$ cat src/rtl/sof_sched_pkg.sv
package sof_sched_pkg;
  localparam int FrameNumW = 11;

  // strobes from control to the timing datapath
  typedef struct packed {
    logic restart;   // manual SOF launched: reload the frame timer
    logic frameInc;  // any SOF launched: advance frame number
    logic run;       // automatic generation active
  } schedStrobes_t;
endpackage

$ cat src/rtl/sof_sched_dp.sv
module sof_sched_dp
  import sof_sched_pkg::*;
#(
  parameter int FRAME_BITS = 12000,
  localparam int CntW = $clog2(FRAME_BITS)
) (
  input  logic                 clk,
  input  logic                 rstN,
  input  logic                 bitTick,
  input  logic [CntW-1:0]      guardBits,
  input  logic                 frameSet,
  input  logic [FrameNumW-1:0] frameSetVal,
  input  schedStrobes_t        strb,
  output logic                 boundary,
  output logic                 inGuard,
  output logic [FrameNumW-1:0] frameNum
);
  localparam logic [CntW-1:0] LastCnt = CntW'(FRAME_BITS - 1);

  logic [CntW-1:0] bitCnt;  // bit times left before the boundary tick

  always_ff @(posedge clk or negedge rstN) begin
    if (!rstN) begin
      bitCnt   <= LastCnt;
      frameNum <= '0;
    end else begin
      if (strb.restart || !strb.run) begin
        bitCnt <= LastCnt;
      end else if (bitTick) begin
        bitCnt <= (bitCnt == '0) ? LastCnt : bitCnt - 1'b1;
      end
      if (frameSet) begin
        frameNum <= frameSetVal;
      end else if (strb.frameInc) begin
        frameNum <= frameNum + 1'b1;
      end
    end
  end

  always_comb begin
    boundary = strb.run && !strb.restart && bitTick && (bitCnt == '0);
    inGuard  = strb.run && (bitCnt <= guardBits);
  end
endmodule

$ cat src/rtl/sof_sched_ctl.sv
module sof_sched_ctl
  import sof_sched_pkg::*;
(
  input  logic          clk,
  input  logic          rstN,
  input  logic          swSofReq,
  input  logic          swClearBusy,
  input  logic          busReset,
  input  logic          suspend,
  input  logic          disconnect,
  input  logic          tokReq,
  input  logic          txGrant,
  input  logic          txBusy,
  input  logic          errClear,
  input  logic          boundary,
  input  logic          inGuard,
  output schedStrobes_t strb,
  output logic          txReq,
  output logic          txIsSof,
  output logic          launchDone,
  output logic          tokReject,
  output logic          sofBusy,
  output logic          lostSof
);
  logic manPend, autoPend, tokPend;
  logic stopNow, grant, sofGo, tokGo, manGo;

  always_comb begin
    stopNow    = swClearBusy || busReset || suspend || disconnect;
    txIsSof    = manPend || autoPend;
    // SOF always wins; a data token waits out the guard window
    txReq      = txIsSof || (tokPend && !inGuard);
    grant      = txReq && txGrant;
    sofGo      = grant && txIsSof;
    tokGo      = grant && !txIsSof;
    manGo      = sofGo && manPend;
    launchDone = manGo || tokGo;
    tokReject  = tokReq && tokPend;
    strb.restart  = manGo;
    strb.frameInc = sofGo;
    strb.run      = sofBusy;
  end

  always_ff @(posedge clk or negedge rstN) begin
    if (!rstN) begin
      manPend  <= 1'b0;
      autoPend <= 1'b0;
      tokPend  <= 1'b0;
      sofBusy  <= 1'b0;
      lostSof  <= 1'b0;
    end else begin
      if (manGo)         manPend <= 1'b0;
      else if (swSofReq) manPend <= 1'b1;

      if (stopNow)    sofBusy <= 1'b0;
      else if (manGo) sofBusy <= 1'b1;

      if (stopNow) begin
        autoPend <= 1'b0;
      end else begin
        if (sofGo && !manPend)     autoPend <= 1'b0;
        if (boundary && !txBusy)   autoPend <= 1'b1;
      end

      if (tokGo)                   tokPend <= 1'b0;
      else if (tokReq && !tokPend) tokPend <= 1'b1;

      if (boundary && txBusy) lostSof <= 1'b1;
      else if (errClear)      lostSof <= 1'b0;
    end
  end
endmodule

$ cat src/rtl/sof_frame_sched.sv
module sof_frame_sched
  import sof_sched_pkg::*;
#(
  parameter int FRAME_BITS = 12000,
  localparam int CntW = $clog2(FRAME_BITS)
) (
  input  logic                 clk,
  input  logic                 rstN,
  input  logic                 bitTick,
  input  logic [CntW-1:0]      guardBits,
  input  logic                 swSofReq,
  input  logic                 swClearBusy,
  input  logic                 busReset,
  input  logic                 suspend,
  input  logic                 disconnect,
  input  logic                 tokReq,
  output logic                 tokReject,
  output logic                 launchDone,
  output logic                 txReq,
  output logic                 txIsSof,
  input  logic                 txGrant,
  input  logic                 txBusy,
  output logic [FrameNumW-1:0] txFrame,
  input  logic                 frameSet,
  input  logic [FrameNumW-1:0] frameSetVal,
  output logic                 sofBusy,
  output logic                 guardActive,
  output logic                 lostSof,
  input  logic                 errClear
);
  schedStrobes_t strb;
  logic boundary;

  sof_sched_ctl u_ctl (
    .clk, .rstN, .swSofReq, .swClearBusy, .busReset, .suspend, .disconnect,
    .tokReq, .txGrant, .txBusy, .errClear, .boundary,
    .inGuard(guardActive), .strb, .txReq, .txIsSof, .launchDone, .tokReject,
    .sofBusy, .lostSof
  );

  sof_sched_dp #(.FRAME_BITS(FRAME_BITS)) u_dp (
    .clk, .rstN, .bitTick, .guardBits, .frameSet, .frameSetVal, .strb,
    .boundary, .inGuard(guardActive), .frameNum(txFrame)
  );
endmodule

$ cat config.mk
export PLATFORM = sky130hd
export DESIGN_NAME = sof_frame_sched
export DESIGN_NICKNAME = d
export VERILOG_FILES = /design/src/rtl/sof_sched_pkg.sv /design/src/rtl/sof_sched_dp.sv /design/src/rtl/sof_sched_ctl.sv /design/src/rtl/sof_frame_sched.sv
export SDC_FILE = /design/constraint.sdc
export NUM_CORES = 1
export LEC_CHECK = 0
export BUFFER_PORTS_ARGS = -buffer_cell sky130_fd_sc_hd__buf_2
export CORE_AREA = 2 2 64 78
export DETAILED_ROUTE_END_ITERATION = 6
export DIE_AREA = 0 0 66 80
export PLACE_DENSITY = 0.81
export SLEW_MARGIN = 25
export SYNTH_ARGS = -nofsm -noshare
export SYNTH_HDL_FRONTEND = slang
export SYNTH_SLANG_ARGS = --single-unit
$ cat constraint.sdc
create_clock -name clk -period 3.1 [get_ports clk]
set_clock_uncertainty 0.1 [all_clocks]
set_input_delay 0.93 -clock clk [delete_from_list [all_inputs] [get_ports clk]]
set_output_delay 0.93 -clock clk [all_outputs]
set_load 0.05 [all_outputs]
== Yosys cells after proc, flatten, opt, wreduce, memory -nomap -nowiden ==
Cells that the tools add are included.

* Add/sub/neg operators: 2
* Multipliers: 0
* Div/mod/pow operators: 0
* $lt $le $gt $ge: 1
* Equality and inequality tests: 0
* Shift-type cells: 0
* Muxes and demuxes: 16
* Bitwise operators: 0
* Reduce and logical (&&, ||, !) cells: 36

{| class="wikitable"
|+ Operators by type and width
! operator !! count
|-
| $mux W14 || 3
|-
| $mux W11 || 2
|-
| $le A14 B14 Y1 || 1
|-
| $logic_and A1 B1 Y1 || 14
|-
| $logic_not A14 Y1 || 1
|-
| $sub A14 B1 Y14 const B || 1
|-
| $reduce_bool A2 Y1 || 6
|-
| $add A11 B1 Y11 const B || 1
|-
| $mux W1 || 11
|-
| $logic_not A1 Y1 || 7
|-
| $logic_or A1 B1 Y1 || 7
|-
| $reduce_bool A3 Y1 || 1
|}

* Register bits after elaboration: 30
* Bits in latches: 0
* Bits in writable memories: 0
* ROM bits: 0
* Input port bits: 38
* Output and inout bits: 18
* Memories kept: 0

== Longest topological paths before layout ==
* Word-level depth: 15
* Depth in mapped cells: 7
* Depth with buffers taken out: 7

== Cells and area by module ==
From an unflattened synthesis, not the netlist that was laid out.

* Cell total of the unflattened synthesis: 227
* Area, all modules: 2011.9 µm²

{| class="wikitable"
|+ By module, submodules not included
! module !! times used !! cells each !! area each (µm²)
|-
| sof_sched_dp || 1 || 197 || 1742.9
|-
| sof_sched_ctl || 1 || 30 || 269.0
|}

== Worst setup path before layout ==
Ideal clock, no wire load.

* Path type: input to output
* Start: input port guardBits[13]
* End: output port launchDone
* Data arrival time: 2378 ps
* Setup slack: -308 ps
* Stages: 6
* Path buffers: 0
* Cell sequence: inv_1 ha_1 nand2_1 nor4_1 a221o_1 a32o_1

* Longest elaborated chain between the ends: 9
* Elaborated cells between the ends (all ways): 10
* Classes of those cells: order compare: 1; reduce/logical: 9

{| class="wikitable"
|+ Ends and longest elaborated chain
! what !! line !! source
|-
| start: declaration || sof_frame_sched.sv:10 || <nowiki>input logic [CntW-1:0] guardBits,</nowiki>
|-
| $le A14 B14 Y1 * || sof_sched_dp.sv:42 || <nowiki>inGuard = strb.run && (bitCnt <= guardBits);</nowiki>
|-
| $logic_and A1 B1 Y1 * || sof_sched_dp.sv:42 ||
|-
| $logic_not A1 Y1 * || sof_sched_ctl.sv:32 || <nowiki>txReq = txIsSof || (tokPend && !inGuard);</nowiki>
|-
| $logic_and A1 B1 Y1 * || sof_sched_ctl.sv:32 ||
|-
| $logic_or A1 B1 Y1 * || sof_sched_ctl.sv:32 ||
|-
| $logic_and A1 B1 Y1 * || sof_sched_ctl.sv:33 || <nowiki>grant = txReq && txGrant;</nowiki>
|-
| $logic_and A1 B1 Y1 || sof_sched_ctl.sv:34 || <nowiki>sofGo = grant && txIsSof;</nowiki>
|-
| $logic_and A1 B1 Y1 || sof_sched_ctl.sv:36 || <nowiki>manGo = sofGo && manPend;</nowiki>
|-
| $logic_or A1 B1 Y1 * || sof_sched_ctl.sv:37 || <nowiki>launchDone = manGo || tokGo;</nowiki>
|-
| end: declaration || sof_frame_sched.sv:18 || <nowiki>output logic launchDone,</nowiki>
|}

Every way passes the cells marked *; elsewhere a longest branch is shown, timed or not.

== Worst setup path after layout ==
* Start: input port guardBits[11]
* End: output port launchDone

The elaborated chain is that of the path after synthesis.

==> impl_metrics.yaml <==
run_status:
  status: "finished with violations"
  violations: "setup timing"
setup_path:
  critPathLaunchType: "input port"
  crit_required_ps: 2070
  crit_arrival_ps: 2360
  worstSetupPathType: "input port to output port"
  crit_fanout: 4
  cp-end-kind: "output port"
floorplan:
  rows: 27
  die_w_um: 66
  core_area_um2: 4530
  io_pins: 56
  initial_core_util_pct: 45.3
  die_h_um: 80
  dieArea_um2: 5280
clock_network:
  holdBufCountCts: 0
  numCtsBuffers: 5
  cts-root-buf: "clkbuf_8"
  cts_max_level: 2
  cts_tree: "built"
  clkTransAtPathRegs_ps: 70
  cts.path.max_buffers: 2
  clk_latency_ps: 280
  clock-sinks: 30
power_and_ir_drop:
  peakVddDrop_uv: 288
  p_int_mw: 0.685
  leakage_nw: 1.21
  pwr_density_cell_nw_per_um2: 352
  switching_share_pct: 32.1
  p_seq_share_pct: 43.4
  power_frac_clock_pct: 32.0
  combPwrFrac_pct: 24.6
  power.switching_mw: 0.324
synthesis:
  synth_top_family_by_area: "simple AND/OR/NAND/NOR gates"
  synth-compound-area-share_pct: 16.2
  yosysMostFrequentCell: "nand2_1"
  synth-xor-area-share_pct: 5.98
  syn_avg_cell_area_um2: 9.03
  synth_common_cells: "nand2_1, inv_1, dfrtp_1, nor2_1, ha_1"
  synthSimpleGateAreaFrac_pct: 23.7
  async_flop_share_pct: 100
  synth_fa_ha_area_share_pct: 9.77
  yosysTopAreaCellShare_pct: 23.2
  yosys_most_used_dff: "dfrtp_1"
  yosysSeqAreaShare_pct: 37.3
  synth_edf_count: 0
  synth_fp_nets: 281
  syn_inst: 227
  ys_ff_latch: 30
  yosysTopAreaCell: "dfrtp_1"
  netlist_area_um2: 2050
  synthTopCellsByArea: "dfrtp_1, dfstp_2, ha_1"
  synth_mux_area_share_pct: 1.53
  ys_types: 49
  synth_warnings: 0
sta:
  post-route-period-util_pct: 109
  final-setup-viol-count: 3
  timing.fmax_mhz: 295
  finalHoldViolCount: 0
  grt_setup_unrepaired: "true"
  maxSlewHeadroom_pct: 55.6
  report.final.slew_viol_count: 0
  whs_ps: 429
  setup_slack_ps: -294
  tightest_slew_ps: 666
  period_minus_slack_ps: 3390
  setup_tns_ps: -835
routing:
  drt_iter0_drc: 56
  detail_route.wl_per_cell_um: 14.0
  viasPerCell: 5.36
  wirelength_um: 4910
  first_pass_iters: 4
  drc_errors: 0
  route.vias.total: 1888
  ant_nets: 0
global_route:
  grt_pass1_vias: 1897
  antenna_found_initial: 0
  grt_pass1_wl_um: 8110
  gr-total-overflow: 0
  grt_max_degree: 31
  grt.total_usage_pct: 20.1
layout:
  num_antenna_cells: 0
  area_delta_synth_final_pct: 39.9
  drive_gt1_share_pct: 44.9
  nNetsFinal: 347
placed_design:
  place_ws_ps: -459
  numPortBuffers: 55
  dp_hpwl_um: 3670
  place.gp.congestion: 0.833
run:
  maxCapViolCount: 0
worst_hold_path:
  hp-class: "register to register"
==> cell usage in the layout (no fill, tap or decap), types with 3 or more instances in the layout <==
cell      netlist  final
buf_2           0     45
nand2_1        35     29
nor2_1         19     19
dfrtp_1        19     19
o21ai_0        15     14
inv_1          23     13
ha_4            0     12
dfstp_2        11     11
a21oi_1        14     10
nand3_1         9      9
xnor2_1         9      9
buf_4           1      8
buf_6           1      7
clkbuf_8        0      6
inv_2           0      5
xor2_1          5      5
nor3_1          5      5
nand2_4         0      4
a21oi_2         0      4
ha_1           16      4
nor4_4          2      3
buf_8           0      3
==> stage by stage <==
step / instances / instance area [µm²] / power, mW / util, %
floorplan: 227 / 2230 / 0.598 / -
global placement: 344 / 2610 / 0.663 / 57.6
detailed placement: 344 / 2610 / 0.667 / 57.6
CTS: 352 / 2840 / 1.01 / 62.7
global route: 352 / 2870 / 1.06 / 63.3
finish: 352 / 2870 / 1.01 / 63.3
==> registers in the layout, indices dropped and copies added, names as in the netlist <==
signal	count
u_dp.frameNum	11
u_dp.bitCnt	14
u_ctl.lostSof	1
u_ctl.manPend	1
u_ctl.sofBusy	1
u_ctl.tokPend	1
u_ctl.autoPend	1
==> layout make-up <==
| class | instances | area [µm²] |
|---|---|---|
| Tap cell | 58 | 72.6 |
| Fill cell | 390 | 1660 |
| Clock buffer | 7 | 86.3 |
| Timing Repair Buffer | 63 | 409 |
| Sequential cell | 30 | 764 |
| Inverter | 23 | 109 |
| Multi-Input combinational cell | 170 | 1420 |
| Clock inverter | 1 | 5.00 |
==> worst max-delay path, stage by stage <==
cell	delay (ps)
buf_6	80
inv_6	30
ha_4	240
a21oi_2	160
o2111ai_4	130
a221o_1	370
a32o_2	270
buf_6	150
==> worst paths after layout <==
check / startpoint / slack (ps) / end / depth (start not counted)
worst min-delay path: u_ctl.lostSof / 430 / u_ctl.lostSof / 2
max in group asynchronous: rstN / 1890 / u_ctl.tokPend / 1
worst max register to register: u_dp.bitCnt[0] / 1120 / u_dp.bitCnt[11] / 6
min in group asynchronous: rstN / 570 / u_dp.frameNum[8] / 1
worst min register to register: u_ctl.lostSof / 430 / u_ctl.lostSof / 2
worst max-delay path: guardBits[11] / -290 / launchDone / 8
==> repair_timing <==
item / 4_1_cts / 5_1_grt
pin swaps: 9 / 2
endpoints found under the setup margin: 3 / 3
setup buffers: 0 / 0
resized for setup: 30 / 5
hold endpoints to repair: 0 / 0
gates cloned: 0 / 0
==> layer usage <==
layer | global-route usage (%) | vias up | share of wire [%]
met5 | 0 | - | 0
met4 | 9.39 | 0 | 4.0
met3 | 5.08 | 16 | 6.4
met2 | 35.4 | 78 | 49
met1 | 22.4 | 874 | 41
li1 | - | 920 | -
==> power groups by stage <==
stage	sequential (mW)	clock, mW	combinational [mW]
final	0.438	0.323	0.248
after global routing	0.441	0.349	0.269
after CTS	0.437	0.327	0.247
after detailed placement	0.443	0	0.224
after global placement	0.443	0	0.219
after floorplan	0.489	0	0.109
==> cell families (layout without fill, tap and decap cells) <==
family          Yosys count  count (layout)
xor+xnor                 14              14
fa+ha+maj                16              16
simple gates             90              90
flops                    30              30
buf+inv                  27              94
mux                       3               3
compound gates           47              47
Power figures use the tool's default switching activity.
